**config.mk**
```make
export PLATFORM = sky130hd
export DESIGN_NAME = gpio_port
export DESIGN_NICKNAME = d
export VERILOG_FILES = /design/src/rtl/gpio_pkg.sv /design/src/rtl/gpio_regs.sv /design/src/rtl/gpio_sync.sv /design/src/rtl/gpio_pin.sv /design/src/rtl/gpio_port.sv
export SDC_FILE = /design/constraint.sdc
export NUM_CORES = 1
export LEC_CHECK = 0
export CAP_MARGIN = 15
export CORE_MARGIN = 3
export CORE_UTILIZATION = 47
export CTS_CLUSTER_SIZE = 8
export DETAILED_ROUTE_END_ITERATION = 7
export PLACE_DENSITY = 0.82
export SYNTH_ARGS = -nofsm -noshare
export SYNTH_HDL_FRONTEND = slang
export SYNTH_SLANG_ARGS = --single-unit
```
**constraint.sdc**
```tcl
create_clock -name clk -period 2.6 [get_ports clk]
set_input_delay 0.26 -clock clk [delete_from_list [all_inputs] [get_ports clk]]
set_output_delay 0.26 -clock clk [all_outputs]
set_load 0.02 [all_outputs]
```
**src/rtl/gpio_pkg.sv**
```systemverilog
package gpio_pkg;

  localparam int unsigned SEL_W = 2;

  typedef enum logic [SEL_W-1:0] {
    SEL_DATA = 2'd0,
    SEL_DIR  = 2'd1,
    SEL_OPT  = 2'd2,
    SEL_NONE = 2'd3
  } reg_sel_e;

  typedef struct packed {
    logic drv;
    logic oe;
    logic pu;
    logic irq;
  } pin_ctl_t;

  // Per-pin pad control from register bits and peripheral override.
  function automatic pin_ctl_t pin_control(input logic dir, input logic opt,
                                           input logic lat, input logic a_oe,
                                           input logic a_out);
    pin_ctl_t c;
    c = '0;
    if (a_oe) begin
      c.drv = a_out;
      c.oe  = 1'b1;
    end else if (dir) begin
      if (opt) begin
        c.drv = 1'b0;
        c.oe  = ~lat;
      end else begin
        c.drv = lat;
        c.oe  = 1'b1;
      end
    end else begin
      c.pu  = opt;
      c.irq = opt;
    end
    return c;
  endfunction

  // Data readback: latch on outputs, synchronized level on inputs.
  function automatic logic data_view(input logic dir, input logic lat,
                                     input logic lvl);
    return dir ? lat : lvl;
  endfunction

endpackage

```
**src/rtl/gpio_regs.sv**
```systemverilog
module gpio_regs
  import gpio_pkg::*;
#(
  parameter int unsigned W = 8
) (
  input  logic                 clk,
  input  logic                 rst_n,
  input  logic                 we,
  input  logic [SEL_W-1:0]     sel,
  input  logic [W-1:0]         wdata,
  output logic [W-1:0]         lat_q,
  output logic [W-1:0]         dir_q,
  output logic [W-1:0]         opt_q
);

  logic wr_lat, wr_dir, wr_opt;

  always_comb begin
    wr_lat = we && (reg_sel_e'(sel) == SEL_DATA);
    wr_dir = we && (reg_sel_e'(sel) == SEL_DIR);
    wr_opt = we && (reg_sel_e'(sel) == SEL_OPT);
  end

  always_ff @(posedge clk or negedge rst_n) begin
    if (!rst_n) begin
      lat_q <= '0;
      dir_q <= '0;
      opt_q <= '0;
    end else begin
      if (wr_lat) lat_q <= wdata;
      if (wr_dir) dir_q <= wdata;
      if (wr_opt) opt_q <= wdata;
    end
  end

endmodule

```
**src/rtl/gpio_sync.sv**
```systemverilog
module gpio_sync #(
  parameter int unsigned W      = 8,
  parameter int unsigned STAGES = 2
) (
  input  logic         clk,
  input  logic         rst_n,
  input  logic [W-1:0] d,
  output logic [W-1:0] q
);

  logic [W-1:0] stage_q [STAGES];

  always_ff @(posedge clk or negedge rst_n) begin
    if (!rst_n) begin
      for (int s = 0; s < STAGES; s++) stage_q[s] <= '0;
    end else begin
      stage_q[0] <= d;
      for (int s = 1; s < STAGES; s++) stage_q[s] <= stage_q[s-1];
    end
  end

  assign q = stage_q[STAGES-1];

endmodule

```
**src/rtl/gpio_pin.sv**
```systemverilog
module gpio_pin
  import gpio_pkg::*;
(
  input  logic dir,
  input  logic opt,
  input  logic lat,
  input  logic lvl,
  input  logic a_oe,
  input  logic a_out,
  output logic drv,
  output logic oe,
  output logic pu,
  output logic irq,
  output logic rd
);

  pin_ctl_t ctl;

  always_comb begin
    ctl = pin_control(dir, opt, lat, a_oe, a_out);
    drv = ctl.drv;
    oe  = ctl.oe;
    pu  = ctl.pu;
    irq = ctl.irq;
    rd  = data_view(dir, lat, lvl);
  end

endmodule

```
**src/rtl/gpio_port.sv**
```systemverilog
module gpio_port
  import gpio_pkg::*;
#(
  parameter int unsigned W           = 8,
  parameter int unsigned SYNC_STAGES = 2
) (
  input  logic             clk,
  input  logic             rst_n,
  input  logic             reg_we,
  input  logic [SEL_W-1:0] reg_sel,
  input  logic [W-1:0]     reg_wdata,
  output logic [W-1:0]     reg_rdata,
  input  logic [W-1:0]     pad_in,
  output logic [W-1:0]     pad_out,
  output logic [W-1:0]     pad_oe,
  output logic [W-1:0]     pad_pu,
  input  logic [W-1:0]     alt_out,
  input  logic [W-1:0]     alt_oe,
  output logic [W-1:0]     alt_in,
  output logic [W-1:0]     irq_en
);

  logic [W-1:0] lat_q, dir_q, opt_q;
  logic [W-1:0] pin_sync;
  logic [W-1:0] data_rd;

  gpio_regs #(.W(W)) regs_i (
    .clk   (clk),
    .rst_n (rst_n),
    .we    (reg_we),
    .sel   (reg_sel),
    .wdata (reg_wdata),
    .lat_q (lat_q),
    .dir_q (dir_q),
    .opt_q (opt_q)
  );

  gpio_sync #(.W(W), .STAGES(SYNC_STAGES)) sync_i (
    .clk   (clk),
    .rst_n (rst_n),
    .d     (pad_in),
    .q     (pin_sync)
  );

  for (genvar n = 0; n < W; n++) begin : g_pin
    gpio_pin pin_i (
      .dir   (dir_q[n]),
      .opt   (opt_q[n]),
      .lat   (lat_q[n]),
      .lvl   (pin_sync[n]),
      .a_oe  (alt_oe[n]),
      .a_out (alt_out[n]),
      .drv   (pad_out[n]),
      .oe    (pad_oe[n]),
      .pu    (pad_pu[n]),
      .irq   (irq_en[n]),
      .rd    (data_rd[n])
    );
  end

  assign alt_in = pin_sync;

  always_comb begin
    unique case (reg_sel_e'(reg_sel))
      SEL_DATA: reg_rdata = data_rd;
      SEL_DIR:  reg_rdata = dir_q;
      SEL_OPT:  reg_rdata = opt_q;
      default:  reg_rdata = '0;
    endcase
  end

endmodule

```
==> impl_results.md, run 1 <==
- Clock transition at path regs: 0.08 ns
- Status: complete, no violations
- Reg-to-reg endpoint: regs_i.dir_q[1]$_DFFE_PN0P_
- Hold Crit Class: in -> async
- Critical Path Start Type: primary input
- Yosys Warn Count: 0
- H-tree depth: 2
- Area of the die: 0.00537 sq mm
- Unrepaired setup endpoints after global routing: no
- Die Y: 73.3 um
- Number of diodes: 0
- Hold_buf cts: 0
- Max Slew Vio Count: 0
- Max-cap viol count: 0
- Post-Syn Area per Cell: 10.6 sq um
- Core ar.: 0.00417 sq mm
- Critical Path AT: 2.08 ns
- CP Launch Point: reg_sel[0]
- First-pass GRT wire length: 7280 um
- Cell count after synthesis: 200
- Sum Neg Setup Slack: 0 ns
- Reg2reg path depth: 1
- DRC violations left: 0
- Yosys reg bits: 40
- Leakage: 0.00119 uW
- Post-DP HPWL: 3240 um
- Slew @ Worst Pin: 0.857 ns
- Crit path max fanout: 6
- Period utilization: 89.9%
- Via count: 1,527
- Fin crit period: 2.34 ns
- Max VDD drop: 414 uV
- CP required: 2.34 ns
- Max-slew headroom: 42.9%
- Reg-to-reg startpoint: regs_i.dir_q[1]$_DFFE_PN0P_
- Post-CTS resize count: 0
- CP endpoint kind: output port
- CTS tree: built
- DRT Pass-1 Iters: 5
- Clock Tree Root: clkbuf_8
- Layout Cells excl Fill: 301
- Setup bufs post-CTS: 0
- Initial antenna violation count: 0
- Worst setup path end: reg_rdata[1]
- Final #Nets: 287
- Yosys cell types: 17
- Routed Antenna Nets: 0
- CTS Buffer Depth: 2
- Crit Path Class: in -> out
- Port Buffer Count: 84
- Sink Count: 40
- Total gr overflow: 0
- Cell area after synthesis: 0.00213 sq mm
- Sequential area share after synthesis: 47.0%
- Worst skew pair latency: 0.29 ns
- Site Rows: 23
- Initial Util: 51.0%
- Initial DRC Count: 82
- Gpl congestion: 0.742
- Number of enable flip-flop cells after synthesis: 0
- Clock Skews: 0.00514 ns
- Post-layout util: 68.2%
- WL final: 4430 um
- Syn Nets: 237
- Largest net degree at the start of global routing: 41
- R2R setup slack: 1.76 ns
- Vias per Instance: 5.07
- Dpl cells: 293
- Final worst-path setup slack: 0.262 ns
- Chip Width: 73.3 um
- Layout cell share with drive strength beyond 1: 15.9%
- Vias in the first global route: 1,537
- All-Layer GR Usage: 17.7%
- Power Dens Cells: 670 mW/mm^2
- Wire per inst: 14.7 um
- Main synth FF type: dfrtp_1
- TritonCTS buffer count: 5
- Worst slack at placement: 0.281 ns
- Fmax: 428 MHz
- IO Pins: 85
- Area grow syn2layout: 33.7%
- Setup-failing EPs final: 0
- Final hold viol count: 0
- Ys async rst share: 100%
## synthesized netlist by cell type (2+ instances only)
master / number / area, sq um
o31ai_1: 5 / 37.5
o31a_1: 8 / 70.1
o21ai_0: 19 / 95.1
nand3b_1: 3 / 22.5
buf_2: 2 / 10.0
mux2_2: 24 / 270
nor3b_1: 8 / 60.1
buf_4: 41 / 308
inv_1: 8 / 30.0
a21o_1: 8 / 60.1
dfrtp_1: 40 / 1000
nand2_1: 29 / 109
## worst min path at each step
stage / startpoint / to / slack [ns] / depth (start not counted)
floorplan: rst_n / regs_i.dir_q[0]$_DFFE_PN0P_ / -0.04 / 0
global placement: sync_i.stage_q[10]$_DFF_PN0_ / sync_i.q[2]$_DFF_PN0_ / 0.33 / 0
detailed placement: sync_i.stage_q[8]$_DFF_PN0_ / sync_i.q[0]$_DFF_PN0_ / 0.34 / 0
CTS: rst_n / sync_i.q[3]$_DFF_PN0_ / 0.11 / 1
global route: rst_n / sync_i.q[4]$_DFF_PN0_ / 0.14 / 1
finish: rst_n / sync_i.stage_q[11]$_DFF_PN0_ / 0.07 / 1
## metal layers
metal | track usage, % | wire, um
met5 | 0 | 0
met4 | 5.43 | 50
met1 | 22.5 | 1800
met2 | 28.7 | 2190
met3 | 5.88 | 398
## worst max-delay path: stages
cell             delay [ns]
clkdlybuf4s50_1        0.60
buf_4                  0.21
o21ai_0                0.11
o31a_1                 0.13
o21ai_0                0.13
clkdlybuf4s50_1        0.64
## per-stage QoR
stage / hold WS [ns] / instance area [sq um] / total power (uW)
floorplan: -0.0356 / 2130 / 1180
finish: 0.0717 / 2850 / 1910
detailed placement: 0.336 / 2720 / 1380
CTS: 0.107 / 2850 / 1920
global placement: 0.332 / 2720 / 1370
global route: 0.141 / 2850 / 2010
## final cells by class
class                           count  area, sq um
Clock buffer                        7         96.3
Clock inverter                      1         30.0
Fill cell                         336         1330
Inverter                            8         30.0
Multi-Input combinational cell    108          769
Sequential cell                    40         1000
Tap cell                           50         62.6
Timing Repair Buffer               87          858
## state kept, by name, summed over array words and instances, names as in the netlist
name,cells
regs_i.dir_q,8
regs_i.lat_q,8
regs_i.opt_q,8
sync_i.q,8
sync_i.stage_q,8
## cell usage in the layout (no fill, tap or decap), drive strengths merged
cell type / synthesis / routed
mux2: 24 / 24
o21ai: 19 / 19
clkbuf: 0 / 7
nor2b: 1 / 1
o31ai: 5 / 5
clkdlybuf4s50: 0 / 83
nand3b: 4 / 4
bufinv: 0 / 1
buf: 44 / 4
nor3b: 9 / 9
nand2: 30 / 30
o31a: 8 / 8
inv: 8 / 8
a21o: 8 / 8
dfrtp: 40 / 40
## where the power goes
group          total, uW  internal (uW)  switching (uW)  leakage, uW
Sequential           797            706            91.8     0.000470
Clock                543            338             204    0.0000645
Combinational        567            315             252     0.000652
## cells by family after synthesis
group,after synthesis,share of synthesized area (%)
buffers and inverters,52,16.9
AO/OA/AOI/OAI,40,12.3
flip-flops,40,47.0
AND/OR/NAND/NOR,44,11.1
multiplexers,24,12.7
No activity file was read; power rests on OpenSTA's default activity.
==> inputs of run 2 (changes only) <==
--- a/config.mk
+++ b/config.mk
@@ -9,6 +9,7 @@
 export CORE_MARGIN = 3
-export CORE_UTILIZATION = 47
+export CORE_UTILIZATION = 50
 export CTS_CLUSTER_SIZE = 8
 export DETAILED_ROUTE_END_ITERATION = 7
-export PLACE_DENSITY = 0.82
+export DONT_BUFFER_PORTS = 1
+export PLACE_DENSITY = 0.61
 export SYNTH_ARGS = -nofsm -noshare
--- a/constraint.sdc
+++ b/constraint.sdc
@@ -3,2 +3,2 @@
 set_output_delay 0.26 -clock clk [all_outputs]
-set_load 0.02 [all_outputs]
+set_load 0.1 [all_outputs]
==> run 2 against run 1 <==
Wire length rose by 1.2%. Clock skew shrank 0.0035 ns. Combinational power increased by 100%. Non-clock buffer count down 37. Sequential power is 2% higher. Cell count is 12% lower. Worst setup slack gained 0.58 ns. Largest cell class unchanged.
==> impl_results.md, run 2 (same netlist as run 1, synthesis figures left out) <==
- Sum Neg Setup Slack: 0 ns (unchanged)
- Fin crit period: 1.76 ns (-0.577 ns)
- Initial DRC Count: 34 (-59%)
- CP cell instances: nand2_1 > a21o_1
- Area of the die: 0.00508 sq mm (-5.5%)
- Largest stage delay, worst path: 0.68 ns (+0.04 ns)
- Most common cell after layout, fill and taps aside: dfrtp_1
- Switch Pwr: 1110 uW (+100%)
- Layout cell share with drive strength beyond 1: 47.2% (+31 points)
- Slowest CP cell: a21o_1
- DRC violations left: 0 (unchanged)
- Max Slew Vio Count: 0 (unchanged)
- Multi-input gate area: 920 sq um (+20%)
- Gate power share: 48.3% (+19 points)
- Sink Count: 40 (unchanged)
- All-Layer GR Usage: 18.4% (+0.74 points)
- CP endpoint kind: output port
- Max-cap viol count: 0 (unchanged)
- Gpl congestion: 0.763 (+2.9%)
- Via count: 1,450 (-5.0%)
- Wire per inst: 17.0 um (+15%)
- Reg-to-reg endpoint: regs_i.opt_q[3]$_DFFE_PN0P_
- WHS Endpoint: regs_i.dir_q[0]$_DFFE_PN0P_
- Site Rows: 23 (unchanged)
- Vias in the first global route: 1,498 (-2.5%)
- Critical Path AT: 1.50 ns (-0.58 ns)
- Area grow syn2layout: 32.1%
- Seq. cell area: 0.00100 sq mm (unchanged)
- Hold Crit Class: in -> reg
- Post-DP HPWL: 3310 um (+2.2%)
- Unrepaired setup endpoints after global routing: no
- Leakage: 0.00123 uW (+3.7%)
- Number of diodes: 0 (unchanged)
- Total gr overflow: 0 (unchanged)
- Clock transition at path regs: 0.07 ns (about the same)
- Clock Skews: 0.00161 ns (-0.00353 ns)
- Status: complete, no violations
- CTS Buffer Depth: 2 (unchanged)
- Critical Path Start Type: register
- Hold Path Depth: 1
- Worst skew pair latency: 0.28 ns (about the same)
- Crit Path Class: reg -> out
- IO Pins: 85 (unchanged)
- H-tree depth: 2 (unchanged)
- Layout fillers: 302 (-10%)
- Dpl cells: 246 (-16%)
- Largest net degree at the start of global routing: 41 (unchanged)
- Power Dens Cells: 839 mW/mm^2 (+25%)
- Core ar.: 0.00406 sq mm (-2.8%)
- Initial antenna violation count: 0 (unchanged)
- Initial Util: 52.5% (+1.4 points)
- Part of the power in registers: 34.2% (-7.6 points)
- Port Buffer Count: 0 (-100%)
- Switching share of total power: 46.9% (+18 points)
- Post-layout util: 69.3% (+1.1 points)
- Max-slew headroom: 42.2% (-0.69 points)
- Most frequent cells in the layout: dfrtp_1 (40), nand2_1 (29), mux2_2 (24), buf_4 (24), o21ai_2 (11)
- R2R setup slack: 1.75 ns (about the same)
- Vias per Instance: 5.49 (+8.3%)
- Finished Cell Area: 0.00281 sq mm (-1.2%)
- First-pass GRT wire length: 7220 um (-0.85%)
- Total power: 2360 uW (+24%)
- Max VDD drop: 533 uV (+29%)
- Clock Tree Root: clkbuf_8
- Die Y: 71.3 um (-2.8%)
- Setup bufs post-CTS: 0 (unchanged)
- Routed Antenna Nets: 0 (unchanged)
- Reg2reg path depth: 1 (unchanged)
- Crit path max fanout: 5 (-1)
- Setup-failing EPs final: 0 (unchanged)
- Fmax: 568 MHz (+33%)
- Hold path start: reg_wdata[0]
- Layout Cells excl Fill: 264 (-12%)
- Cell-internal power: 1260 uW (-7.7%)
- Final hold viol count: 0 (unchanged)
- Area post-placement: 0.00261 sq mm (-4.0%)
- Clock power share: 17.4% (-11 points)
- TritonCTS buffer count: 5 (unchanged)
- WL final: 4480 um (+1.2%)
- CP required: 2.34 ns (about the same)
- DRT Pass-1 Iters: 4 (-1)
- Period utilization: 67.7% (-22 points)
- Chip Width: 71.3 um (-2.8%)
- CTS tree: built
- Final #Nets: 250 (-13%)
- Reg-to-reg startpoint: regs_i.opt_q[3]$_DFFE_PN0P_
- Slew @ Worst Pin: 0.870 ns (+0.0127 ns)
==> run 2: changes by cell type in the layout (fill, tap and decap cells not counted), moves of 9 or more <==
cell and delta:
clkbuf_16 +9, o21ai_2 +11, clkdlybuf4s50_1 -83, buf_4 +21, dlygate4sd3_1 +9, o21ai_0 -11
==> run 2: critical path, delay by kind of cell (launching register included) <==
| family | cells | cell delay (ns) |
|---|---|---|
| compound gates | 1 | 0.68 |
| simple gates | 1 | 0.09 |
| flops | 1 | 0.44 |
==> run 2: area by class of cell <==
cell class | instances | share of cell area (%)
sequential | 40 | 35.6
multi-input combinational | 108 | 32.7
timing repair buffer | 50 | 25.2
clock buffer | 6 | 2.93
tap | 50 | 2.22
inverter | 8 | 1.07
clock inverter | 2 | 0.356
==> run 2: how the worst max path moves through the flow <==
stage                                      from                          end  slack (ns)  cells past startpoint
finish              regs_i.opt_q[1]$_DFFE_PN0P_                    pad_oe[1]        0.84                      2
global route        regs_i.opt_q[1]$_DFFE_PN0P_                    pad_oe[1]        0.76                      2
CTS                 regs_i.opt_q[2]$_DFFE_PN0P_                    pad_oe[2]        0.82                      2
detailed placement                   reg_sel[1]                 reg_rdata[5]        1.13                      4
global placement                     reg_sel[1]  regs_i.opt_q[0]$_DFFE_PN0P_        1.10                      3
floorplan                            reg_sel[0]                 reg_rdata[0]        0.22                      4
==> run 2: metal layers <==
layer / wire length [um] / global-route usage [%] / up-vias
met5: 0 / 0 / -
met2: 2510 / 34.3 / 52
met1: 1580 / 20.1 / 714
met3: 337 / 5.89 / 5
li1: - / - / 679
met4: 51 / 4.80 / 0
==> run 2: power by group through the flow <==
stage               clock network [uW]  registers, uW  logic (uW)
floorplan                            0            782         937
global placement                     0            808        1110
detailed placement                   0            819        1120
CTS                                428            808        1150
global route                       467            824        1180
finish                             412            809        1140
==> run 2: repair_timing <==
action / CTS / global route
hold endpoints to repair: 48 / 0
hold buffers: 10 / 0
resized for setup: 0 / 0
==> run 2: through the flow <==
| step | setup slack [ns] | hold WS, ns |
|---|---|---|
| floorplan | 0.223 | -0.0356 |
| global placement | 1.10 | -0.0348 |
| detailed placement | 1.13 | -0.0347 |
| CTS | 0.822 | 0.109 |
| global route | 0.763 | 0.0978 |
| finish | 0.839 | 0.120 |
